**src/rtl/swctl_pkg.sv**
```systemverilog
package swctl_pkg;
    localparam int DATA_W  = 8;
    localparam int CNT_W   = $clog2(DATA_W + 1);
    localparam int N_CH    = 4;
    localparam int STRAP_W = 3;
    localparam int DIR_BIT = DATA_W - 1;

    typedef enum logic [2:0] {
        ST_IDLE,
        ST_ADDR,
        ST_ACK_A,
        ST_WDATA,
        ST_ACK_W,
        ST_RDATA,
        ST_RACK,
        ST_SKIP
    } eng_st_e;

    typedef struct packed {
        eng_st_e             st;
        logic [CNT_W-1:0]    cnt;
        logic [DATA_W-1:0]   sr;
        logic                rw;
        logic [DATA_W-1:0]   tx;
        logic                nack;
        logic [DATA_W-1:0]   shadow;
        logic                pend;
        logic [DATA_W-1:0]   active;
    } eng_s;
endpackage

```
**src/rtl/swctl_sync.sv**
```systemverilog
module swctl_sync #(
    parameter int WIDTH  = 2,
    parameter int STAGES = 2
) (
    input  logic             clk,
    input  logic             rst_n,
    input  logic [WIDTH-1:0] d,
    output logic [WIDTH-1:0] q
);
    logic [WIDTH-1:0] stage_d [STAGES];
    logic [WIDTH-1:0] stage_q [STAGES];

    always_comb begin
        stage_d[0] = d;
        for (int i = 1; i < STAGES; i++) begin
            stage_d[i] = stage_q[i-1];
        end
    end

    generate
        for (genvar g = 0; g < STAGES; g++) begin : g_stage
            always_ff @(posedge clk or negedge rst_n) begin
                if (!rst_n) stage_q[g] <= '1;
                else        stage_q[g] <= stage_d[g];
            end
        end
    endgenerate

    assign q = stage_q[STAGES-1];
endmodule

```
**src/rtl/swctl_cond.sv**
```systemverilog
module swctl_cond (
    input  logic clk,
    input  logic rst_n,
    input  logic scl_s,
    input  logic sda_s,
    output logic scl_rise,
    output logic scl_fall,
    output logic start_det,
    output logic stop_det
);
    typedef struct packed {
        logic scl_p;
        logic sda_p;
    } cond_s;

    cond_s c_d, c_q;

    always_comb begin
        c_d.scl_p = scl_s;
        c_d.sda_p = sda_s;
    end

    always_ff @(posedge clk or negedge rst_n) begin
        if (!rst_n) c_q <= '{scl_p: 1'b1, sda_p: 1'b1};
        else        c_q <= c_d;
    end

    // both clock samples high: a data edge is a bus condition
    assign scl_rise  = scl_s & ~c_q.scl_p;
    assign scl_fall  = ~scl_s & c_q.scl_p;
    assign start_det = scl_s & c_q.scl_p & c_q.sda_p & ~sda_s;
    assign stop_det  = scl_s & c_q.scl_p & ~c_q.sda_p & sda_s;
endmodule

```
**src/rtl/swctl_engine.sv**
```systemverilog
module swctl_engine
    import swctl_pkg::*;
#(
    parameter logic [3:0] ADDR_HI = 4'b1110
) (
    input  logic               clk,
    input  logic               rst_n,
    input  logic               sda_s,
    input  logic               scl_rise,
    input  logic               scl_fall,
    input  logic               start_det,
    input  logic               stop_det,
    input  logic [STRAP_W-1:0] addr_strap,
    output logic               sda_pull,
    output logic [DATA_W-1:0]  active
);
    localparam logic [CNT_W-1:0] FULL = CNT_W'(DATA_W);

    eng_s e_d, e_q;

    always_comb begin
        e_d = e_q;
        if (start_det) begin
            e_d.st   = ST_ADDR;
            e_d.cnt  = '0;
            e_d.pend = 1'b0;
        end else if (stop_det) begin
            if (e_q.pend) e_d.active = e_q.shadow;
            e_d.pend = 1'b0;
            e_d.st   = ST_IDLE;
        end else begin
            unique case (e_q.st)
                ST_ADDR: begin
                    if (scl_rise && e_q.cnt != FULL) begin
                        e_d.sr  = {e_q.sr[DATA_W-2:0], sda_s};
                        e_d.cnt = e_q.cnt + 1'b1;
                    end else if (scl_fall && e_q.cnt == FULL) begin
                        if (e_q.sr[DATA_W-1:1] == {ADDR_HI, addr_strap}) begin
                            e_d.st = ST_ACK_A;
                            e_d.rw = e_q.sr[0];
                        end else begin
                            e_d.st = ST_SKIP;
                        end
                    end
                end
                ST_ACK_A: begin
                    if (scl_fall) begin
                        e_d.cnt = '0;
                        if (e_q.rw) begin
                            e_d.st = ST_RDATA;
                            e_d.tx = e_q.active;
                        end else begin
                            e_d.st = ST_WDATA;
                        end
                    end
                end
                ST_WDATA: begin
                    if (scl_rise && e_q.cnt != FULL) begin
                        e_d.sr  = {e_q.sr[DATA_W-2:0], sda_s};
                        e_d.cnt = e_q.cnt + 1'b1;
                    end else if (scl_fall && e_q.cnt == FULL) begin
                        e_d.st     = ST_ACK_W;
                        e_d.shadow = e_q.sr;
                        e_d.pend   = 1'b1;
                    end
                end
                ST_ACK_W: begin
                    if (scl_fall) e_d.st = ST_SKIP;
                end
                ST_RDATA: begin
                    if (scl_rise && e_q.cnt != FULL) begin
                        e_d.cnt = e_q.cnt + 1'b1;
                    end else if (scl_fall && e_q.cnt == FULL) begin
                        e_d.st = ST_RACK;
                    end else if (scl_fall && e_q.cnt != '0) begin
                        e_d.tx = {e_q.tx[DATA_W-2:0], 1'b0};
                    end
                end
                ST_RACK: begin
                    if (scl_rise) begin
                        e_d.nack = sda_s;
                    end else if (scl_fall) begin
                        if (!e_q.nack) begin
                            e_d.st  = ST_RDATA;
                            e_d.tx  = e_q.active;
                            e_d.cnt = '0;
                        end else begin
                            e_d.st = ST_SKIP;
                        end
                    end
                end
                default: ;
            endcase
        end
    end

    always_ff @(posedge clk or negedge rst_n) begin
        if (!rst_n) e_q <= '{st: ST_IDLE, default: '0};
        else        e_q <= e_d;
    end

    assign sda_pull = (e_q.st == ST_ACK_A) || (e_q.st == ST_ACK_W) ||
                      ((e_q.st == ST_RDATA) && !e_q.tx[DATA_W-1]);
    assign active   = e_q.active;
endmodule

```
**src/rtl/busswitch_ctl.sv**
```systemverilog
module busswitch_ctl
    import swctl_pkg::*;
#(
    parameter int         SYNC_STAGES = 2,
    parameter logic [3:0] ADDR_HI     = 4'b1110
) (
    input  logic               clk,
    input  logic               rst_n,
    input  logic               scl_i,
    input  logic               sda_i,
    input  logic [STRAP_W-1:0] addr_strap,
    output logic               sda_pull,
    output logic [N_CH-1:0]    ch_en,
    output logic               clk_dir
);
    logic              scl_s, sda_s;
    logic              scl_rise, scl_fall, start_det, stop_det;
    logic [DATA_W-1:0] active;

    swctl_sync #(.WIDTH(2), .STAGES(SYNC_STAGES)) u_sync (
        .clk   (clk),
        .rst_n (rst_n),
        .d     ({scl_i, sda_i}),
        .q     ({scl_s, sda_s})
    );

    swctl_cond u_cond (
        .clk       (clk),
        .rst_n     (rst_n),
        .scl_s     (scl_s),
        .sda_s     (sda_s),
        .scl_rise  (scl_rise),
        .scl_fall  (scl_fall),
        .start_det (start_det),
        .stop_det  (stop_det)
    );

    swctl_engine #(.ADDR_HI(ADDR_HI)) u_eng (
        .clk        (clk),
        .rst_n      (rst_n),
        .sda_s      (sda_s),
        .scl_rise   (scl_rise),
        .scl_fall   (scl_fall),
        .start_det  (start_det),
        .stop_det   (stop_det),
        .addr_strap (addr_strap),
        .sda_pull   (sda_pull),
        .active     (active)
    );

    assign ch_en   = active[N_CH-1:0];
    assign clk_dir = active[DIR_BIT];
endmodule

```
**config.mk**
```make
export PLATFORM = sky130hd
export DESIGN_NAME = busswitch_ctl
export DESIGN_NICKNAME = d
export VERILOG_FILES = /design/src/rtl/swctl_pkg.sv /design/src/rtl/swctl_sync.sv /design/src/rtl/swctl_cond.sv /design/src/rtl/swctl_engine.sv /design/src/rtl/busswitch_ctl.sv
export SDC_FILE = /design/constraint.sdc
export NUM_CORES = 1
export LEC_CHECK = 0
export ABC_CLOCK_PERIOD_IN_PS = 3550
export BUFFER_PORTS_ARGS = -buffer_cell sky130_fd_sc_hd__buf_2
export CAP_MARGIN = 25
export CORE_AREA = 2 2 82 84
export DETAILED_ROUTE_END_ITERATION = 7
export DIE_AREA = 0 0 84 86
export GPL_TIMING_DRIVEN = 0
export PLACE_DENSITY = 0.63
export SYNTH_ARGS = -nofsm -noshare
export SYNTH_HDL_FRONTEND = slang
export SYNTH_SLANG_ARGS = --single-unit
```
**constraint.sdc**
```tcl
create_clock -name clk -period 3.55 [get_ports clk]
set_input_delay 0.71 -clock clk [delete_from_list [all_inputs] [get_ports clk]]
set_output_delay 0.71 -clock clk [all_outputs]
set_load 0.01 [all_outputs]
```
==> flow_summary.toml <==
[sta]
relSlewSlack = 0.574
fin_tns_setup_ps = 0
period_share = 0.690
maxSlewViolCount = 0
setup_viol = 0
min_period_ps = 2450
rsz0062_at_grt = "no"
finClkSkew_ps = 3.10
tightest_slew_ps = 633
fmax_mhz = 408
hold_violations = 0
whs_ps = 257

[run]
drv_cap = 0

[critical_path]
cp.required_ps = 2840
r2r-start = "u_eng.e_q[35]$_DFFE_PN0P_"
crit_type = "register to output port"
reg2regPathDepth = 7
r2r_slack_ps = 1630
critPathLaunchType = "register"
worstPathMaxFanout = 10
worst_ep_arrival_time_ps = 1740
cp-end-kind = "output port"
worstReg2RegEnd = "u_eng.e_q[10]$_DFFE_PN0P_"

[drt]
vias = 1519
routed_via_density = 5.15
ant_nets = 0
wl_per_cell_um = 14.4
drtPass1Iterations = 4
drc = 0
wl_mm = 4.24
first_iter_violations = 112

[layout]
final_common_cell = "dfrtp_1"
area_growth_pct = 13.3
antennaDiodeCount = 0
drive_above_1_share = 0.339
final_cell_mix = "dfrtp_1, mux2_2, nor2_1"
final_cell_area_um2 = 2680
layout.nets = 226

[clock_network]
cts_resized = 0
cts_num_sinks = 48
cts_hold_buf = 0
htree_levels = 2
post_cts_buffers = 0
clk_latency_ps = 290
path_clk_slew_ps = 90
cts.path.max_buffers = 2
cts-root-buf = "clkbuf_8"
cts_inserted_buffers = 5
cts_tree = "built"

[global_route]
grt_pass1_vias = 1506
track_usage = 0.124
grt_max_degree = 42
grtUsageMet3 = 0.0269
grt_overflow = 0
grt_pass1_wl_mm = 7.24
grtUsageMet1 = 0.165
top_usage_layer = "met2"
grt_use_met2 = 0.204
antenna_found_initial = 0

[die]
die_w_um = 84
dieArea_um2 = 7220
core_um2 = 6280
io_pins = 13
start_util = 0.376
rows = 29
fp.dieH_um = 86

[power]
peakVddDrop_mv = 0.235
p_total_uw = 1470
swShare = 0.271
power.leakage_uw = 0.00124
switchingPower_uw = 398
clock_power_share = 0.316
seq_power_share = 0.499
p_int_uw = 1070
p_per_area_nw_per_um2 = 549
p_comb_frac = 0.185

[logic_synthesis]
syn-cell-area_um2 = 2360
syn_nets = 206
yosysWarningCount = 0
synthFlopType = "dfrtp_1"
synth_edf_count = 0
synthArstFlopShare = 1.00
avgSynthCellArea_um2 = 12.0
ys_seq_elements = 48
synth-seq-area-share = 0.512
yosysUniqueCellTypes = 47
postSynthCellCount = 197

[place]
io_buffers = 12
dp_hpwl_mm = 2.97
place_area_um2 = 2540
place_congestion = 0.843

[hold_path]
holdCritPathClass = "input port to async pin"

[run_status]
status = "finished clean"
routing by layer:
layer | share of wire | vias up
met4 | 0.0080 | 0
met2 | 0.48 | 18
met5 | 0 | -
met1 | 0.49 | 758
li1 | - | 741
met3 | 0.020 | 2
flip-flops by register name, indices dropped and copies added, names as in the netlist:
| signal | flops |
|---|---|
| u_cond.c_q | 2 |
| u_sync.q | 2 |
| u_eng.active | 8 |
| u_sync.stage_d | 2 |
| u_eng.e_q | 34 |
how the worst max path moves through the flow:
stage	from	end	slack, ps	depth (start not counted)
2_1_floorplan	u_eng.e_q[41]$_DFFE_PN0P_	sda_pull	1720	3
4_1_cts	u_eng.e_q[41]$_DFFE_PN0P_	sda_pull	1100	4
3_5_place_dp	addr_strap[0]	u_eng.e_q[26]$_DFFE_PN0P_	1360	5
6_report	u_eng.e_q[41]$_DFFE_PN0P_	sda_pull	1100	4
5_1_grt	u_eng.e_q[41]$_DFFE_PN0P_	sda_pull	1010	4
3_3_place_gp	addr_strap[0]	u_eng.e_q[39]$_DFFE_PN0P_	1360	6
through the flow:
step | setup slack, ps | instances | util
2_1_floorplan | 1720 | 197 | -
3_3_place_gp | 1360 | 286 | 0.401
3_5_place_dp | 1360 | 287 | 0.404
4_1_cts | 1100 | 295 | 0.426
5_1_grt | 1010 | 295 | 0.426
6_report | 1100 | 295 | 0.426
cell usage after synthesis, drive strengths merged (2+ instances only):
library cell / instances / area, um2
dfrtp: 42 / 1050
mux2: 28 / 345
nor2: 17 / 63.8
a21oi: 15 / 78.8
buf: 13 / 95.1
nor2b: 7 / 46.3
dfstp: 6 / 158
mux2i: 6 / 60.1
o21ai: 6 / 30.0
nand3: 5 / 25.0
nand2: 4 / 15.0
nand3b: 4 / 30.0
xor2: 4 / 35.0
inv: 3 / 11.3
nand2b: 3 / 18.8
nor4: 3 / 25.0
a211oi: 2 / 15.0
a22o: 2 / 17.5
a311oi: 2 / 17.5
and2: 2 / 12.5
and3: 2 / 17.5
and3b: 2 / 17.5
ha: 2 / 25.0
nand4b: 2 / 17.5
o21bai: 2 / 26.3
power groups by stage:
stage,clock [uW],sequential [uW],combinational [uW]
6_report,465,733,272
2_1_floorplan,0,716,218
3_5_place_dp,0,744,275
5_1_grt,506,748,306
3_3_place_gp,0,739,263
4_1_cts,486,732,276
cell type report:
| class | count | area (um2) |
|---|---|---|
| Sequential cell | 48 | 1210 |
| Multi-Input combinational cell | 132 | 1040 |
| Clock inverter | 3 | 68.8 |
| Clock buffer | 5 | 68.8 |
| Inverter | 3 | 11.3 |
| Timing Repair Buffer | 13 | 80.1 |
| Fill cell | 588 | 3600 |
| Buffer | 14 | 98.8 |
| Tap cell | 77 | 96.3 |
worst max-delay path: stages, from the launching register on:
cell and delay (ps):
dfrtp_1 360, buf_2 200, clkbuf_1 360, mux2_2 390, buf_2 140
logic make-up after synthesis:
kind of cell	count (synthesis)	share of synthesized area
and+or+nand+nor	55	0.136
DFF	48	0.512
muxes	34	0.172
adders and majority gates	2	0.0106
AOI/OAI and AO/OA	37	0.109
buffers and inverters	17	0.0466
xor gates and xnor gates	4	0.0148
Note: power is estimated with default switching activity, not from simulation.
